[config.mk]
export PLATFORM = sky130hd
export DESIGN_NAME = tamper_zeroize
export DESIGN_NICKNAME = d
export VERILOG_FILES = /design/src/rtl/tz_pkg.sv /design/src/rtl/tz_qualifier.sv /design/src/rtl/tz_regfile.sv /design/src/rtl/tz_sequencer.sv /design/src/rtl/tamper_zeroize.sv
export SDC_FILE = /design/constraint.sdc
export NUM_CORES = 1
export LEC_CHECK = 0
export BUFFER_PORTS_ARGS = -buffer_cell sky130_fd_sc_hd__buf_2
export CORE_ASPECT_RATIO = 0.8
export CORE_MARGIN = 1
export CORE_UTILIZATION = 30
export CTS_CLUSTER_DIAMETER = 80
export DETAILED_ROUTE_END_ITERATION = 8
export PLACE_DENSITY_LB_ADDON = 0.3
export SYNTH_ARGS = -nofsm -noshare
export SYNTH_HDL_FRONTEND = slang
export SYNTH_HIERARCHICAL = 1
export SYNTH_SLANG_ARGS = --single-unit
export TNS_END_PERCENT = 1
[constraint.sdc]
create_clock -name clk -period 12.9 [get_ports clk]
set_clock_uncertainty 0.2 [all_clocks]
set_input_delay 1.29 -clock clk [delete_from_list [all_inputs] [get_ports clk]]
set_output_delay 1.29 -clock clk [all_outputs]
set_load 0.01 [all_outputs]
[src/rtl/tz_pkg.sv]
// Package: shared state type and helper for the tamper zeroize block.
package tz_pkg;

    typedef enum logic [1:0] {
        SEQ_IDLE = 2'd0,
        SEQ_KEYS = 2'd1,
        SEQ_VECS = 2'd2,
        SEQ_CUT  = 2'd3
    } seq_state_t;

    // Larger of two counts, used to size shared index counters.
    function automatic int max2(input int a, input int b);
        return (a > b) ? a : b;
    endfunction

endpackage

[src/rtl/tz_qualifier.sv]
// Tamper qualifier: synchronizes the raw line and counts ticks while it is high.
// Fires one clock when the count reaches CONFIRM. The count saturates there,
// so a held level never fires twice. Assumes tick is a single-clock strobe.
module tz_qualifier #(
    parameter int CONFIRM = 6
) (
    input  logic clk,
    input  logic rst_n,
    input  logic tamper_in,
    input  logic tick,
    input  logic busy,
    output logic fire
);
    localparam int CW = $clog2(CONFIRM + 1);
    localparam logic [CW-1:0] C_TOP  = CW'(CONFIRM);
    localparam logic [CW-1:0] C_LAST = CW'(CONFIRM - 1);

    logic          sync_a, sync_b;
    logic [CW-1:0] cnt;

    // Two-flop synchronizer on the asynchronous tamper line.
    always_ff @(posedge clk) begin
        if (!rst_n) begin
            sync_a <= 1'b0;
            sync_b <= 1'b0;
        end else begin
            sync_a <= tamper_in;
            sync_b <= sync_a;
        end
    end

    // Tick counter of the current high level; saturates while busy or at CONFIRM.
    always_ff @(posedge clk) begin
        if (!rst_n || !sync_b) begin
            cnt <= '0;
        end else if (busy) begin
            cnt <= C_TOP;
        end else if (tick && cnt != C_TOP) begin
            cnt <= cnt + 1'b1;
        end
    end

    // Confirmation on the tick that completes the count.
    always_comb begin
        fire = sync_b && tick && !busy && (cnt == C_LAST);
    end

endmodule

[src/rtl/tz_regfile.sv]
// Register file standing in for a secret store. Clears are given priority over writes.
// The read is combinational and reset zeroes every entry.
module tz_regfile #(
    parameter int DEPTH = 8,
    parameter int W     = 32
) (
    input  logic                     clk,
    input  logic                     rst_n,
    input  logic                     we,
    input  logic [$clog2(DEPTH)-1:0] addr,
    input  logic [W-1:0]             wdata,
    input  logic                     clr,
    input  logic [$clog2(DEPTH)-1:0] clr_addr,
    output logic [W-1:0]             rdata
);
    logic [W-1:0] mem [DEPTH];

    // Storage update: reset, wipe of one entry, or ordinary write.
    always_ff @(posedge clk) begin
        if (!rst_n) begin
            for (int i = 0; i < DEPTH; i++) mem[i] <= '0;
        end else if (clr) begin
            mem[clr_addr] <= '0;
        end else if (we) begin
            mem[addr] <= wdata;
        end
    end

    // Combinational read of the addressed entry.
    always_comb begin
        rdata = mem[addr];
    end

endmodule

[src/rtl/tz_sequencer.sv]
// Zeroize sequencer: walks the key bank, then the vector bank, one entry per clock.
// It then holds the supply disable for CUT_TICKS ticks. Assumes fire is a one-clock pulse.
module tz_sequencer
    import tz_pkg::*;
#(
    parameter int KEY_WORDS = 8,
    parameter int VEC_WORDS = 16,
    parameter int CUT_TICKS = 5,
    parameter int IDX_W     = 4
) (
    input  logic             clk,
    input  logic             rst_n,
    input  logic             fire,
    input  logic             tick,
    output logic [IDX_W-1:0] wipe_idx,
    output logic             key_wipe,
    output logic             vec_wipe,
    output logic             supply_cut,
    output logic             busy
);
    localparam int TW = $clog2(CUT_TICKS + 1);
    localparam logic [IDX_W-1:0] K_LAST = IDX_W'(KEY_WORDS - 1);
    localparam logic [IDX_W-1:0] V_LAST = IDX_W'(VEC_WORDS - 1);
    localparam logic [TW-1:0]    T_LAST = TW'(CUT_TICKS - 1);

    seq_state_t    state;
    logic [TW-1:0] tcnt;

    // State, entry index and cut-tick counter.
    always_ff @(posedge clk) begin
        if (!rst_n) begin
            state    <= SEQ_IDLE;
            wipe_idx <= '0;
            tcnt     <= '0;
        end else begin
            case (state)
                SEQ_IDLE: if (fire) begin
                    state    <= SEQ_KEYS;
                    wipe_idx <= '0;
                end
                SEQ_KEYS: if (wipe_idx == K_LAST) begin
                    state    <= SEQ_VECS;
                    wipe_idx <= '0;
                end else begin
                    wipe_idx <= wipe_idx + 1'b1;
                end
                SEQ_VECS: if (wipe_idx == V_LAST) begin
                    state    <= SEQ_CUT;
                    wipe_idx <= '0;
                    tcnt     <= '0;
                end else begin
                    wipe_idx <= wipe_idx + 1'b1;
                end
                SEQ_CUT: if (tick) begin
                    if (tcnt == T_LAST) state <= SEQ_IDLE;
                    else                tcnt  <= tcnt + 1'b1;
                end
                default: state <= SEQ_IDLE;
            endcase
        end
    end

    // Output decode of the current state.
    always_comb begin
        key_wipe   = (state == SEQ_KEYS);
        vec_wipe   = (state == SEQ_VECS);
        supply_cut = (state == SEQ_CUT);
        busy       = (state != SEQ_IDLE);
    end

endmodule

[src/rtl/tamper_zeroize.sv]
// Top: tamper qualifier, zeroize sequencer and the two secret banks.
// Assumes KEY_W >= VEC_W and REJECT_TICKS >= 1.
// The confirm threshold is the midpoint of the reject and accept bounds.
module tamper_zeroize
    import tz_pkg::*;
#(
    parameter int KEY_WORDS    = 8,
    parameter int KEY_W        = 32,
    parameter int VEC_WORDS    = 16,
    parameter int VEC_W        = 8,
    parameter int REJECT_TICKS = 4,
    parameter int ACCEPT_TICKS = 8,
    parameter int CUT_TICKS    = 5,
    localparam int IDX_W       = $clog2(max2(KEY_WORDS, VEC_WORDS))
) (
    input  logic             clk,
    input  logic             rst_n,
    input  logic             tamper_in,
    input  logic             tick,
    input  logic             st_we,
    input  logic             st_bank,
    input  logic [IDX_W-1:0] st_addr,
    input  logic [KEY_W-1:0] st_wdata,
    output logic [KEY_W-1:0] st_rdata,
    output logic             key_wipe,
    output logic             vec_wipe,
    output logic             busy,
    output logic             supply_cut,
    output logic             tampered
);
    localparam int CONFIRM = (REJECT_TICKS + ACCEPT_TICKS) / 2;
    localparam int KAW     = $clog2(KEY_WORDS);
    localparam int VAW     = $clog2(VEC_WORDS);

    logic             confirm;
    logic [IDX_W-1:0] wipe_idx;
    logic [KEY_W-1:0] key_rd;
    logic [VEC_W-1:0] vec_rd;
    logic             key_we, vec_we;

    tz_qualifier #(.CONFIRM(CONFIRM)) u_qual (
        .clk       (clk),
        .rst_n     (rst_n),
        .tamper_in (tamper_in),
        .tick      (tick),
        .busy      (busy),
        .fire      (confirm)
    );

    tz_sequencer #(
        .KEY_WORDS (KEY_WORDS),
        .VEC_WORDS (VEC_WORDS),
        .CUT_TICKS (CUT_TICKS),
        .IDX_W     (IDX_W)
    ) u_seq (
        .clk        (clk),
        .rst_n      (rst_n),
        .fire       (confirm),
        .tick       (tick),
        .wipe_idx   (wipe_idx),
        .key_wipe   (key_wipe),
        .vec_wipe   (vec_wipe),
        .supply_cut (supply_cut),
        .busy       (busy)
    );

    // Ordinary writes are blocked for the whole sequence.
    always_comb begin
        key_we = st_we && !st_bank && !busy;
        vec_we = st_we &&  st_bank && !busy;
    end

    tz_regfile #(.DEPTH(KEY_WORDS), .W(KEY_W)) u_keys (
        .clk      (clk),
        .rst_n    (rst_n),
        .we       (key_we),
        .addr     (st_addr[KAW-1:0]),
        .wdata    (st_wdata),
        .clr      (key_wipe),
        .clr_addr (wipe_idx[KAW-1:0]),
        .rdata    (key_rd)
    );

    tz_regfile #(.DEPTH(VEC_WORDS), .W(VEC_W)) u_vecs (
        .clk      (clk),
        .rst_n    (rst_n),
        .we       (vec_we),
        .addr     (st_addr[VAW-1:0]),
        .wdata    (st_wdata[VEC_W-1:0]),
        .clr      (vec_wipe),
        .clr_addr (wipe_idx[VAW-1:0]),
        .rdata    (vec_rd)
    );

    // Read mux over the two banks.
    always_comb begin
        st_rdata = st_bank ? KEY_W'(vec_rd) : key_rd;
    end

    // Sticky tamper flag, cleared only by reset.
    always_ff @(posedge clk) begin
        if (!rst_n)       tampered <= 1'b0;
        else if (confirm) tampered <= 1'b1;
    end

endmodule

Word-level counts from Yosys, hierarchy flattened
Memory sizes are Yosys's and may differ from the RTL's.
Index checks and enable logic that the tools add are counted.
{"block": "word_totals", "mem_count": 2, "ramBits": 384, "regBits": 15, "word_cells": 97}
{"memory": "u_keys.mem", "depth": 8, "word_bits": 32, "read_ports": 1, "rd_clocked_by_memory_dff": 0, "write_ports": 8, "line": "tz_regfile.sv:16", "source": "logic [W-1:0] mem [DEPTH];"}
{"memory": "u_vecs.mem", "depth": 16, "word_bits": 8, "read_ports": 1, "rd_clocked_by_memory_dff": 0, "write_ports": 16, "line": "tz_regfile.sv:16"}
{"block": "classes", "eq_ne": 14, "add_sub_neg": 3, "n_mux": 44, "n_reduce_logical": 26}
{"operator": "32-bit two-way mux", "count": 3}
{"operator": "32-bit OR reduction", "count": 2}
{"operator": "3-bit two-way mux", "count": 7}
{"operator": "4-bit two-way mux", "count": 5}
{"operator": "1-bit two-way mux", "count": 19}
{"operator": "8-bit two-way mux", "count": 2}
{"operator": "8-bit OR reduction", "count": 2}
{"operator": "4-bit case mux with 3 select lines", "count": 1}
{"operator": "2-bit two-way mux", "count": 5}
{"operator": "1-bit logical AND", "count": 8}
{"operator": "2-bit case mux with 4 select lines", "count": 1}
{"operator": "3-bit by 1-bit adder with 3-bit output, second input constant", "count": 2}
{"operator": "3-bit == test, second input constant", "count": 2}
{"operator": "2-bit by 1-bit inequality test with 1-bit output, second input constant", "count": 3}
{"operator": "2-bit inequality test, second input constant", "count": 3}
{"operator": "3-bit case mux with 2 select lines", "count": 1}
{"operator": "2-bit nonzero test", "count": 3}
{"operator": "5-bit AND reduction", "count": 1}
{"operator": "4-bit by 1-bit adder with 4-bit output, second input constant", "count": 1}
{"operator": "2-bit == test, second input constant", "count": 2}
{"operator": "4-bit by 3-bit == test with 1-bit output, second input constant", "count": 1}
{"operator": "4-bit == test, second input constant", "count": 1}
{"operator": "1-bit zero test", "count": 4}
{"operator": "4-bit AND reduction", "count": 1}
{"operator": "7 further kinds", "count": 7}

Logic depth before layout (Yosys ltp)
{"block": "depth", "word_depth": 9, "ltp_mapped": 10}

Modules after synthesis
The synthesis kept the hierarchy.
{"mod": "tz_regfile (u_keys)", "n_inst": 1, "area_per_inst_um2": 11290.8, "cells_each": 790}
{"mod": "tz_regfile (u_vecs)", "n_inst": 1, "area_per_inst_um2": 5856.9, "cells_each": 425}
{"mod": "tz_sequencer", "n_inst": 1, "area_per_inst_um2": 619.3, "cells_each": 70}
{"mod": "tamper_zeroize", "n_inst": 1, "area_per_inst_um2": 341.6, "cells_each": 40}
{"mod": "tz_qualifier", "n_inst": 1, "area_per_inst_um2": 250.2, "cells_each": 24}

Least setup slack after synthesis
No wires, ideal clock.
{"block": "synth_path", "kind": "input to register", "from": "input st_bank", "to": "memory u_keys.mem[3][0], enable pin", "arrival_ns": 4.731, "path_slack_ns": 7.503, "stages": 6, "n_path_buf": 2, "cell_sequence": "buf_6 > buf_2 > nor3b_1 > and3b_1 > o21ai_0 > o21ai_0"}
{"item": "start: declaration", "line": "tamper_zeroize.sv:21", "source": "input logic st_bank,"}
{"item": "end: declaration", "line": "tz_regfile.sv:16"}

Worst setup path in the final report
{"block": "layout_path", "from": "input st_addr[0]", "to": "output st_rdata[4]"}
{"block": "layout_via", "elab_chain_len": 2}
{"item": "start: declaration", "line": "tamper_zeroize.sv:22", "source": "input logic [IDX_W-1:0] st_addr,"}
{"item": "memory read 8 x 32 bit"}
{"item": "named net key_rd[4]", "line": "tamper_zeroize.sv:37", "source": "logic [KEY_W-1:0] key_rd;"}
{"item": "32-bit two-way mux", "line": "tamper_zeroize.sv:97", "source": "st_rdata = st_bank ? KEY_W'(vec_rd) : key_rd;"}
{"item": "end: declaration", "line": "tamper_zeroize.sv:24", "source": "output logic [KEY_W-1:0] st_rdata,"}
The timed path passes the listed nets, and every way through them passes these cells.

==> metrics.txt <==
metal2 WL=21400 um; RSZ-0062 raised after global routing=false; Yosys top cell by area=edfxtp_1; FMAX=181 MHz; Routed Antenna Nets=0; type of the most critical hold path=reg -> reg; Tmin final=5.54 ns; initial antenna violation count=4; DR WL/cell=22.2 um; crit path kind=in -> out; synth unique cells=58; post-layout util=0.346; syn nets=1402; max-slew violations=0; worst rel slew slack=0.218; worst hold slack=0.246 ns; status=complete, no violations; Worst Path Arrival=4.05 ns; worst setup margin=7.36 ns; drt initial violations=1014; layout cells sized above 1=0.205; vias in the first global route=11358; first-pass iteration count of the detailed router=5; dominant synthesized flop cell=edfxtp_1; top post-synthesis cells by area=edfxtp_1 (63%), mux4_2 (11%), nor2_1 (6.7%); syn_area_per_cell=13.6 um2; Seq/Total Area, Yosys=0.644; Critical Path End Type=output port; final hold vios=0; max-cap viol count=0; Max VDD drop=0.0787 mV; clock tree sinks=399; routed vias/inst=5.10; post-CTS sizing=0; CP Launch Type=input port; Port-buffer cells=78; vias=11292; pre-CTS setup slack=7.25 ns; Post-synth EDFFs=384; total grt overflow=0; top sig layer=met5; later-pin clock latency in the skew report=0.54 ns; dpl hpwl=27900 um; setup TNS=0 ns; Die Span Y=223 um; drt total wl=49100 um; Final Cycle Share=0.429; power consumption=2.83 mW; IO Pins=79; first-pass GRT wire length=72900 um; synthesis-to-finish area growth=13.2%; Final setup viols=0; Placement Rows=80; chip width=279 um; Starting Density=0.306; leakage=7.03 nW; register bit total from synthesis=399; final net count=1460; CTS Root Cell=clkbuf_16; Mapped Cells=1349; power density cells=136 nW/um2; hold_buf cts=0; wire length on met3=3740 um; Met1 Wirelength=23300 um; drt drc=0; Netlist Area Pre-Place=18400 um2; TritonCTS clock tree=yes; postcts setup bufs=0; CORE AREA=60100 um2; Final GP Congestion=0.765; H-tree Lvls=2; clock-pin slew on the worst setup and hold paths=0.06 ns; largest net degree at the start of global routing=69; Ys Warns=6; critical path required time=11.41 ns; Worst Tran Pin Value=1.17 ns; commonest non-fill, non-tap cell in the layout=edfxtp_1; most frequent cells in the layout=edfxtp_1 (384), nor2_1 (327), nand2_1 (164); Synth async-reset ratio=0; gr usage total=0.157; DIE AREA=62200 um2; clk buf depth=3; TritonCTS Buffers=42; Synth top area share=0.628; crit-path max FO=68
[worst paths after layout]
check	start	to	slack, ns	cells after the start
worst max-delay path	st_addr[0]	st_rdata[4]	7.36	7
worst min-delay path	u_qual/sync_a	u_qual/sync_b	0.25	1
worst max register to register	u_seq/state[0]	u_vecs/mem[0][3]	8.81	8
worst min register to register	u_qual/sync_a	u_qual/sync_b	0.25	1
[cell families after synthesis]
logic type      count (synthesis)  share of synthesized area
fa+ha+maj                      11                    0.00750
mux                           121                      0.129
simple gates                  648                      0.160
compound gates                 71                     0.0299
buf+inv                        98                     0.0283
xor+xnor                        1                   0.000477
flops                         399                      0.644
[synth_stat cells, types with 3 or more instances]
cell       number
a22oi_1         9
nand2_1       164
edfxtp_1      384
nand2b_1        3
mux2i_1        19
o2111ai_2       3
buf_6          10
o2111ai_1       4
nor3b_1         3
o211ai_1        5
nand3b_1        3
ha_1           11
dfxtp_1        15
nor3_1          3
o21ai_1         7
nor2b_1        32
and2b_1         5
clkbuf_1       23
o31ai_1         3
and3b_1         4
buf_2          46
nand4_2        14
and2_1         69
a211oi_1        6
mux2_4          4
o21ai_0        13
a21boi_1        3
inv_1          11
buf_1           4
nor2_1        327
mux4_2         88
nand3_1        12
a21oi_1         4
mux2_2          7
[power breakdown]
part / leakage (nW) / total (mW) / internal, mW / switching (mW)
clock network: 0.603 / 1.13 / 0.629 / 0.499
registers: 3.93 / 1.49 / 1.47 / 0.0138
logic: 2.50 / 0.211 / 0.0799 / 0.132
[registers in the layout, indices dropped and copies added (netlist names)]
| name | flops |
|---|---|
| u_seq/tcnt | 3 |
| u_qual/cnt | 3 |
| tampered | 1 |
| u_seq/state | 2 |
| u_keys/mem | 256 |
| u_vecs/mem | 128 |
| u_qual/sync_a | 1 |
| u_qual/sync_b | 1 |
| u_seq/wipe_idx | 4 |
[cell type report]
cell class	instances	area (um2)
fill	5846	39300
sequential	399	11800
inverter	12	45.0
timing repair buffer	100	567
antenna	1	2.50
clock inverter	15	120
multi-input combinational	852	6120
tap	779	975
clock buffer	58	1120
[layer usage]
metal,track usage,vias up
met5,0,-
met4,0.0284,4
met3,0.0347,67
met2,0.235,365
met1,0.235,5843
li1,-,5013
[stage by stage]
step	cells	cell area, um2
6_report	2216	20800
5_1_grt	2216	20800
4_1_cts	2215	20800
3_5_place_dp	2142	19500
3_3_place_gp	2142	19500
2_1_floorplan	1349	18400
[worst max-delay path, cell delays in order]
cell	delay [ns]
buf_6	0.72
buf_4	0.76
mux4_2	0.58
nand2_1	0.09
nand2_1	0.11
mux2_4	0.30
buf_2	0.14
No activity file was read; power rests on OpenSTA's default activity.
